===== config.mk =====
export PLATFORM = sky130hd
export DESIGN_NAME = md5_core
export DESIGN_NICKNAME = d
export VERILOG_FILES = /design/src/rtl/md5_core.sv
export SDC_FILE = /design/constraint.sdc
export NUM_CORES = 2
export LEC_CHECK = 0
export ABC_AREA = 1
export BUFFER_PORTS_ARGS = -buffer_cell sky130_fd_sc_hd__buf_2
export CORE_MARGIN = 2
export CORE_UTILIZATION = 30
export CTS_CLUSTER_DIAMETER = 120
export DETAILED_ROUTE_END_ITERATION = 8
export HOLD_SLACK_MARGIN = 0.05
export PLACE_DENSITY = 0.49
export SLEW_MARGIN = 40
export SYNTH_ARGS = -nofsm -noshare
export SYNTH_HDL_FRONTEND = slang
export SYNTH_SLANG_ARGS = --single-unit

===== constraint.sdc =====
create_clock -name clk -period 23.1 [get_ports clk]
set_input_delay 4.62 -clock clk [delete_from_list [all_inputs] [get_ports clk]]
set_output_delay 4.62 -clock clk [all_outputs]
set_load 0.01 [all_outputs]

===== src/rtl/md5_core.sv =====
module md5_core (
  input  logic         clk,
  input  logic         rst_n,
  input  logic         blk_valid,
  output logic         blk_ready,
  input  logic         blk_first,
  input  logic         blk_last,
  input  logic [511:0] blk_data,
  output logic         dig_done,
  output logic [127:0] digest
);
  localparam int W     = 32;
  localparam int STEPS = 64;
  localparam logic [W-1:0] IV_A = 32'h67452301;
  localparam logic [W-1:0] IV_B = 32'hefcdab89;
  localparam logic [W-1:0] IV_C = 32'h98badcfe;
  localparam logic [W-1:0] IV_D = 32'h10325476;

  typedef enum logic [1:0] {S_IDLE, S_RUN, S_FOLD} st_t;

  st_t          st;
  logic [5:0]   step;
  logic [W-1:0] wa, wb, wc, wd, ha, hb, hc, hd;
  logic [511:0] msg;
  logic         last_q;

  function automatic logic [W-1:0] kconst(input logic [5:0] t);
    case (t)
      6'd0:  kconst = 32'hd76aa478; 6'd1:  kconst = 32'he8c7b756;
      6'd2:  kconst = 32'h242070db; 6'd3:  kconst = 32'hc1bdceee;
      6'd4:  kconst = 32'hf57c0faf; 6'd5:  kconst = 32'h4787c62a;
      6'd6:  kconst = 32'ha8304613; 6'd7:  kconst = 32'hfd469501;
      6'd8:  kconst = 32'h698098d8; 6'd9:  kconst = 32'h8b44f7af;
      6'd10: kconst = 32'hffff5bb1; 6'd11: kconst = 32'h895cd7be;
      6'd12: kconst = 32'h6b901122; 6'd13: kconst = 32'hfd987193;
      6'd14: kconst = 32'ha679438e; 6'd15: kconst = 32'h49b40821;
      6'd16: kconst = 32'hf61e2562; 6'd17: kconst = 32'hc040b340;
      6'd18: kconst = 32'h265e5a51; 6'd19: kconst = 32'he9b6c7aa;
      6'd20: kconst = 32'hd62f105d; 6'd21: kconst = 32'h02441453;
      6'd22: kconst = 32'hd8a1e681; 6'd23: kconst = 32'he7d3fbc8;
      6'd24: kconst = 32'h21e1cde6; 6'd25: kconst = 32'hc33707d6;
      6'd26: kconst = 32'hf4d50d87; 6'd27: kconst = 32'h455a14ed;
      6'd28: kconst = 32'ha9e3e905; 6'd29: kconst = 32'hfcefa3f8;
      6'd30: kconst = 32'h676f02d9; 6'd31: kconst = 32'h8d2a4c8a;
      6'd32: kconst = 32'hfffa3942; 6'd33: kconst = 32'h8771f681;
      6'd34: kconst = 32'h6d9d6122; 6'd35: kconst = 32'hfde5380c;
      6'd36: kconst = 32'ha4beea44; 6'd37: kconst = 32'h4bdecfa9;
      6'd38: kconst = 32'hf6bb4b60; 6'd39: kconst = 32'hbebfbc70;
      6'd40: kconst = 32'h289b7ec6; 6'd41: kconst = 32'heaa127fa;
      6'd42: kconst = 32'hd4ef3085; 6'd43: kconst = 32'h04881d05;
      6'd44: kconst = 32'hd9d4d039; 6'd45: kconst = 32'he6db99e5;
      6'd46: kconst = 32'h1fa27cf8; 6'd47: kconst = 32'hc4ac5665;
      6'd48: kconst = 32'hf4292244; 6'd49: kconst = 32'h432aff97;
      6'd50: kconst = 32'hab9423a7; 6'd51: kconst = 32'hfc93a039;
      6'd52: kconst = 32'h655b59c3; 6'd53: kconst = 32'h8f0ccc92;
      6'd54: kconst = 32'hffeff47d; 6'd55: kconst = 32'h85845dd1;
      6'd56: kconst = 32'h6fa87e4f; 6'd57: kconst = 32'hfe2ce6e0;
      6'd58: kconst = 32'ha3014314; 6'd59: kconst = 32'h4e0811a1;
      6'd60: kconst = 32'hf7537e82; 6'd61: kconst = 32'hbd3af235;
      6'd62: kconst = 32'h2ad7d2bb; default: kconst = 32'heb86d391;
    endcase
  endfunction

  function automatic logic [4:0] rotamt(input logic [3:0] sel);
    case (sel)
      4'h0: rotamt = 5'd7;  4'h1: rotamt = 5'd12; 4'h2: rotamt = 5'd17; 4'h3: rotamt = 5'd22;
      4'h4: rotamt = 5'd5;  4'h5: rotamt = 5'd9;  4'h6: rotamt = 5'd14; 4'h7: rotamt = 5'd20;
      4'h8: rotamt = 5'd4;  4'h9: rotamt = 5'd11; 4'ha: rotamt = 5'd16; 4'hb: rotamt = 5'd23;
      4'hc: rotamt = 5'd6;  4'hd: rotamt = 5'd10; 4'he: rotamt = 5'd15; default: rotamt = 5'd21;
    endcase
  endfunction

  function automatic logic [W-1:0] bswap(input logic [W-1:0] x);
    bswap = {x[7:0], x[15:8], x[23:16], x[31:24]};
  endfunction

  logic [1:0]   rnd;
  logic [3:0]   j, kidx;
  logic [W-1:0] fval, mword, sum, rot, anew;
  logic [63:0]  dbl;
  logic [4:0]   sh;
  logic [W-1:0] na, nb, nc, nd;

  assign rnd = step[5:4];
  assign j   = step[3:0];

  always_comb begin
    case (rnd)
      2'd0: begin fval = (wb & wc) | (~wb & wd); kidx = j;                 end
      2'd1: begin fval = (wb & wd) | (wc & ~wd); kidx = j * 4'd5 + 4'd1;   end
      2'd2: begin fval = wb ^ wc ^ wd;           kidx = j * 4'd3 + 4'd5;   end
      default: begin fval = wc ^ (wb | ~wd);     kidx = j * 4'd7;          end
    endcase
  end

  assign mword = msg[kidx*W +: W];
  assign sh    = rotamt({rnd, step[1:0]});
  assign sum   = wa + fval + mword + kconst(step);
  assign dbl   = {sum, sum} << sh;
  assign rot   = dbl[63:32];
  assign anew  = wb + rot;

  assign na = ha + wa;
  assign nb = hb + wb;
  assign nc = hc + wc;
  assign nd = hd + wd;

  assign blk_ready = (st == S_IDLE);

  always_ff @(posedge clk or negedge rst_n) begin
    if (!rst_n) begin
      st <= S_IDLE; step <= '0; last_q <= 1'b0; msg <= '0;
      wa <= '0; wb <= '0; wc <= '0; wd <= '0;
      ha <= IV_A; hb <= IV_B; hc <= IV_C; hd <= IV_D;
      dig_done <= 1'b0; digest <= '0;
    end else begin
      dig_done <= 1'b0;
      case (st)
        S_IDLE: if (blk_valid) begin
          msg <= blk_data; last_q <= blk_last; step <= '0; st <= S_RUN;
          if (blk_first) begin
            wa <= IV_A; wb <= IV_B; wc <= IV_C; wd <= IV_D;
            ha <= IV_A; hb <= IV_B; hc <= IV_C; hd <= IV_D;
          end else begin
            wa <= ha; wb <= hb; wc <= hc; wd <= hd;
          end
        end
        S_RUN: begin
          wa <= wd; wb <= anew; wc <= wb; wd <= wc;
          step <= step + 6'd1;
          if (step == 6'(STEPS - 1)) st <= S_FOLD;
        end
        default: begin
          ha <= na; hb <= nb; hc <= nc; hd <= nd;
          if (last_q) begin
            digest <= {bswap(na), bswap(nb), bswap(nc), bswap(nd)};
            dig_done <= 1'b1;
          end
          st <= S_IDLE;
        end
      endcase
    end
  end
endmodule


### After elaboration in Yosys (flattened, before gate mapping)

Memory sizes are Yosys's and may differ from the RTL's.
Cells that the tools add are included.

| storage, ports and cells | value |
|---|---|
| register bits after elaboration | 906 |
| bits in read-only memories | 2128 |
| input port bits | 517 |
| output and inout bits | 130 |
| word-level logic and storage cells | 86 |
| memories kept | 2 |

Memories:

| name | words | bits a word | rd ports | clocked after memory_dff | write ports | line | text |
|---|---|---|---|---|---|---|---|
| (no name shown) | 64 | 32 | 1 | 0 | 0 | 28 | `case (t)` |
| (no name shown) | 16 | 5 | 1 | 0 | 0 | 65 | `case (sel)` |

| operators by class | value |
|---|---|
| add/subtract/negate cells | 11 |
| multipliers | 3 |
| eq/ne operators | 6 |
| shift-type cells | 2 |
| multiplexer cells | 25 |
| bitwise gates (word level) | 14 |
| reduce and logical (&&, ||, !) cells | 9 |

Operators by type and width:

| kind | number |
|---|---|
| $pmux W32 S2 | 8 |
| $shiftx A512 B10 Y32 | 1 |
| $add A32 B32 Y32 | 8 |
| $mux W32 | 8 |
| $and A32 B32 Y32 | 4 |
| $or A32 B32 Y32 | 3 |
| $pmux W32 S3 | 1 |
| $xor A32 B32 Y32 | 3 |
| $not A32 Y32 | 2 |
| $shl A64 B5 Y64 | 1 |
| $pmux W4 S3 | 1 |
| $pmux W6 S2 | 1 |
| $reduce_and A2 Y1 | 5 |
| $mul A4 B3 Y4 const B | 2 |
| $add A6 B1 Y6 const B | 1 |
| $eq A6 B6 Y1 const B | 1 |
| $mux W6 | 1 |
| $add A4 B1 Y4 const B | 1 |
| $add A4 B3 Y4 const B | 1 |
| $eq A2 B1 Y1 const B | 2 |
| $logic_not A2 Y1 | 2 |
| $mul A4 B2 Y4 const B | 1 |
| $mux W2 | 2 |
| $ne A2 B2 Y1 const B | 2 |
| 6 further kinds | 8 |

### Depth between registers and ports, before layout

| logic depth | value |
|---|---|
| word-level depth | 10 |
| mapped depth | 56 |
| gate-level depth less buffers | 52 |

### Least setup slack after synthesis

OpenSTA, ideal clock, no wires.

| timing path | value |
|---|---|
| path kind | reg2reg |
| start point | register step[2] |
| end point | register wb[24] |
| setup time | 131 ps |
| data arrival time | 8310 ps |
| data required time | 22969 ps |
| setup slack | 14659 ps |
| stages on the path, launching flop included | 48 |
| path buffers | 3 |
| period minus slack after synthesis | 8441 ps |
| cell sequence | dfrtp_1 -> inv_1 -> buf_2 -> fa_1 -> inv_1 -> ha_1 -> or2_0 -> nand2_1 -> clkbuf_1 -> buf_1 -> nand3_1 -> a32oi_1 -> fa_1 -> fa_1 -> ha_1 -> inv_1 -> fa_1 -> o21ai_0 -> (+12 left out) -> nand3_1 -> nand3_1 -> nand2_1 -> ha_1 -> fa_1 -> nand3_1 -> nand3_1 -> a31oi_1 -> o21bai_1 -> a21oi_1 -> o21ai_1 -> a21oi_1 -> o21ai_1 -> nand2_1 -> o21ai_1 -> xor2_1 -> o21ai_0 -> o21ai_0 |

| on the way | value |
|---|---|
| longest elaborated chain between the ends | 9 |
| elaborated cells on any way between the ends | 13 |
| classes of those cells | 5 x add/sub; 3 x mul; 2 x shift; 2 x mux; 1 x memory |

RTL lines:

| what | line | text |
|---|---|---|
| start, declared | 22 | `logic [5:0] step;` |
| start signal, assigned | 130 | `step <= step + 6'd1;` |
| $mul A4 B2 Y4 or $mul A4 B3 Y4 (tied branches) | 91, 90 |  |
| $add A4 B3 Y4 or $add A4 B1 Y4 (tied branches) | 91, 90 |  |
| $pmux W4 S3 | 88 | `case (rnd)` |
| $shiftx A512 B10 Y32 | 96 | `assign mword = msg[kidx*W +: W];` |
| $add A32 B32 Y32 | 98 | `assign sum = wa + fval + mword + kconst(step);` |
| $add A32 B32 Y32 * | 98 |  |
| $shl A64 B5 Y64 * | 99 | `assign dbl = {sum, sum} << sh;` |
| $add A32 B32 Y32 * | 101 | `assign anew = wb + rot;` |
| $pmux W32 S2 * | 118 | `case (st)` |
| end signal, assigned | 129 | `wa <= wd; wb <= anew; wc <= wb; wd <= wc;` |
| end, declared | 23 | `logic [W-1:0] wa, wb, wc, wd, ha, hb, hc, hd;` |

Mark *: on every way between the ends. The rest lies on a longest branch, timed or not.
A chain may end at the register's enable or synchronous reset.

### Worst setup path in the final report

| timing path | value |
|---|---|
| start point | register step[4] |
| end point | register wb[26] |

| on the way | value |
|---|---|
| longest elaborated chain between the ends | 8 |
| elaborated cells on any way between the ends | 14 |
| classes of those cells | 4 x add/sub; 2 x eq/ne; 2 x shift; 3 x mux; 1 x reduce/logical; 2 x memory |

RTL lines:

| what | line |
|---|---|
| $eq A2 B2 Y1 (tied with other cells) | 88 |
| $pmux W4 S3 or $pmux W32 S3 (tied branches) | 88 |
| $shiftx A512 B10 Y32 or $add A32 B32 Y32 (tied branches) | 96, 98 |
| $add A32 B32 Y32 (2 in a row) | 98 |
| $shl A64 B5 Y64 * | 99 |
| $add A32 B32 Y32 * | 101 |
| $pmux W32 S2 * | 118 |

Marked as above.

==> metrics.md <==
| Metric | Value |
|---|---|
| Status | finished clean |
| Setup TNS | 0 ns |
| Port bufs | 646 |
| Share of layout cells above drive strength 1 | 12.7% |
| Resized Gates After CTS | 0 |
| CP most frequent cell | nand2_1 |
| I/O pin count | 647 |
| Hold path cells | 2 |
| Synthesized area | 0.0582 mm^2 |
| Root Buffer Master | clkbuf_16 |
| Highest routed metal layer | met5 |
| Slowest cell on the critical path | dfrtp_1 |
| Max-slew violation count | 0 |
| Hold Path Class | reg -> reg |
| Crit Path Max Fanout | 137 |
| Post-CTS Setup Bufs | 0 |
| Async SR Flop Fraction | 100% |
| Post-DP Area | 0.0640 mm^2 |
| Initial antenna violation count | 16 |
| Multi-input gate area | 0.0322 mm^2 |
| Placement Rows | 161 |
| Fmax | 0.0842 GHz |
| Mean Syn Cell Area | 7.18 um^2 |
| Metal-1 WL | 123000 um |
| Die height | 444 um |
| Final setup vio count | 0 |
| Clock Skew | 0.0431 ns |
| R2r worst-path depth | 45 |
| Worst Setup Start Kind | flop |
| Total CTS buffers | 110 |
| Initial Util | 30.2% |
| Worst EP arrival | 12.51 ns |
| CTS sink count | 906 |
| Via count | 59900 |
| Hold path endpoint | msg[278] |
| CP required | 23.73 ns |
| Die area | 0.198 mm^2 |
| EDFF count, synth | 0 |
| CTS clock-pin slew for the worst setup and hold paths | 0.06 ns |
| Hold_buf cts | 0 |
| Initial DRT Pass Iterations | 6 |
| Filler Cell Count | 20700 |
| DR iter-0 viols | 5496 |
| Final wirelength | 298000 um |
| Metal2 WL | 140000 um |
| Setup Crit Path Kind | reg -> reg |
| Post-DR wirelength/cell | 26.8 um |
| Syn nets | 8915 |
| Min-delay src | msg[278] |
| CTS Buffer Depth | 3 |
| Synth Warn # | 0 |
| Design Area, Final | 0.0679 mm^2 |
| Clock Latency Late Sink | 0.80 ns |
| Die width | 444 um |
| Minimum clock period | 11.88 ns |
| Setup crit end kind | flop |
| Worst slew margin | 37.7% |
| Worst R2R Setup Slack | 11.22 ns |
| Via density per instance | 5.39 |
| Largest net degree at the start of global routing | 189 |
| Seq cells post-synth | 906 |
| First-pass GRT wire length | 427000 um |
| Synth Flop Type | dfrtp_1 |
| Worst-margin pin slew | 0.925 ns |
| Max stage delay on crit path | 0.88 ns |
| Fin crit share | 51.4% |
| Core Area | 0.193 mm^2 |
| Met3 routed WL | 15400 um |
| R2R Path Start | step[4] |
| Unrepaired setup endpoints after global routing | no |
| Count of cell types in the netlist | 67 |
| Global placement routability congestion | 0.997 |
| Final Hold Fails | 0 |
| Sequential area share after synthesis | 39.1% |
| CTS tree | done |
| Gate Count Post-Synth | 8105 |
| Reg2reg end | wb[26] |
| Sequential Area | 0.0228 mm^2 |
| Max-cap check violation count | 0 |
| H-tree levels | 3 |
| GR Overflow Total | 0 |
| Total GRT Usage | 29.5% |
| Area grow syn2layout | 16.6% |
| Post-route ant nets | 0 |
| Drc violations | 0 |
| Vias in the first global route | 59100 |
| Final net count | 9302 |
| Post-detail-place hpwl | 226000 um |
registers in the layout (all words and copies together) (netlist names), 32 cells and up:
signal  flops
digest    128
ha         32
hb         32
hc         32
hd         32
msg       512
wa         32
wb         32
wc         32
wd         32
worst max-delay path by stage:
stage	to	slack, ns	start
CTS	wb[26]	11.54	step[0]
global placement	wb[25]	11.44	step[0]
finish	wb[26]	11.22	step[4]
floorplan	wb[24]	14.66	step[2]
global route	wb[26]	10.63	step[4]
detailed placement	wb[26]	11.64	step[0]
per-stage QoR:
stage	instances	setup slack, ns	util (%)	hold slack, ns
6_report	11100	11.22	35.2	0.467
5_1_grt	11100	10.63	35.2	0.487
4_1_cts	11100	11.54	35.2	0.473
3_5_place_dp	10900	11.64	33.2	0.458
3_3_place_gp	10900	11.44	33.0	0.454
2_1_floorplan	8105	14.66	-	0.433
kinds of logic (layout without fill, tap and decap cells):
logic type                 count (synthesis)  count (layout)  synth area share, %
xor gates and xnor gates                 149             149                 2.24
and+or+nand+nor                         4454            4454                 31.2
adders and majority gates                293             293                 7.23
muxes                                      4               4               0.0688
DFF                                      906             906                 39.1
AOI/OAI and AO/OA                       1365            1365                 14.0
buffers and inverters                    934            1414                 6.12
other                                      0               6                    0
Yosys cell counts, types with 10 or more instances:
cell type	count	area share (%)
nand2_1	3052	20
nand3_1	859	7.4
dfrtp_1	842	36
o21ai_0	520	4.5
inv_1	454	2.9
clkbuf_1	394	2.5
nor2_1	383	2.5
a21oi_1	372	3.2
ha_1	221	4.8
o221ai_1	99	1.5
xor2_1	98	1.5
fa_1	72	2.5
a31oi_1	70	0.75
dfstp_2	64	2.9
nor3_1	58	0.50
a22o_1	56	0.84
xnor2_1	51	0.77
buf_1	48	0.31
nor4_1	39	0.42
o21ai_1	30	0.26
a32oi_1	29	0.44
o211ai_1	24	0.31
a221oi_1	21	0.32
nand4_1	17	0.18
or2_2	17	0.18
a21o_1	16	0.21
o22ai_1	16	0.17
buf_2	15	0.13
o31ai_1	15	0.19
inv_2	11	0.071
o21a_1	11	0.14
a211oi_1	10	0.13
a21boi_1	10	0.13
o21bai_1	10	0.13
per-layer routing:
layer | vias up | GRT usage (%)
li1 | 27700 | -
met1 | 29400 | 37.4
met2 | 2250 | 48.6
met3 | 478 | 3.87
met4 | 10 | 16.4
met5 | - | 0
final cells by class:
class | count | area share (%)
multi-input cells | 6265 | 47.4
flip-flops and latches | 906 | 33.5
repair buffers | 738 | 6.19
clock buffers | 165 | 4.78
well taps | 2526 | 4.66
inverters | 471 | 2.65
clock inverters | 40 | 0.756
diodes | 6 | 0.0221
critical path, delay by kind of cell (launching register included):
| family | cells | cell delay [ns] |
|---|---|---|
| AND/OR/NAND/NOR | 21 | 3.59 |
| AO/OA/AOI/OAI | 16 | 3.82 |
| adder cells (fa/ha/maj) | 5 | 2.03 |
| buffers and inverters | 3 | 0.98 |
| flip-flops | 1 | 0.88 |
placed cells by master, fill, tap and decap left out, types with 20 or more instances in the layout:
cell type / count
a21oi_1: 353
a21oi_2: 20
a22o_1: 56
a31oi_1: 70
a32oi_1: 29
buf_2: 647
buf_4: 56
buf_6: 20
clkbuf_1: 30
clkbuf_16: 113
clkbuf_8: 22
clkinv_2: 23
dfrtp_1: 840
dfstp_2: 64
fa_1: 72
ha_1: 221
inv_1: 449
nand2_1: 3047
nand3_1: 859
nor2_1: 379
nor3_1: 57
nor4_1: 39
o211ai_1: 24
o21ai_0: 519
o21ai_1: 29
o221ai_1: 99
xnor2_1: 49
xor2_1: 96
Power is left out: the tool's default activity adds up to more than one toggle a clock period on the data nets, which glitch-free logic cannot reach.
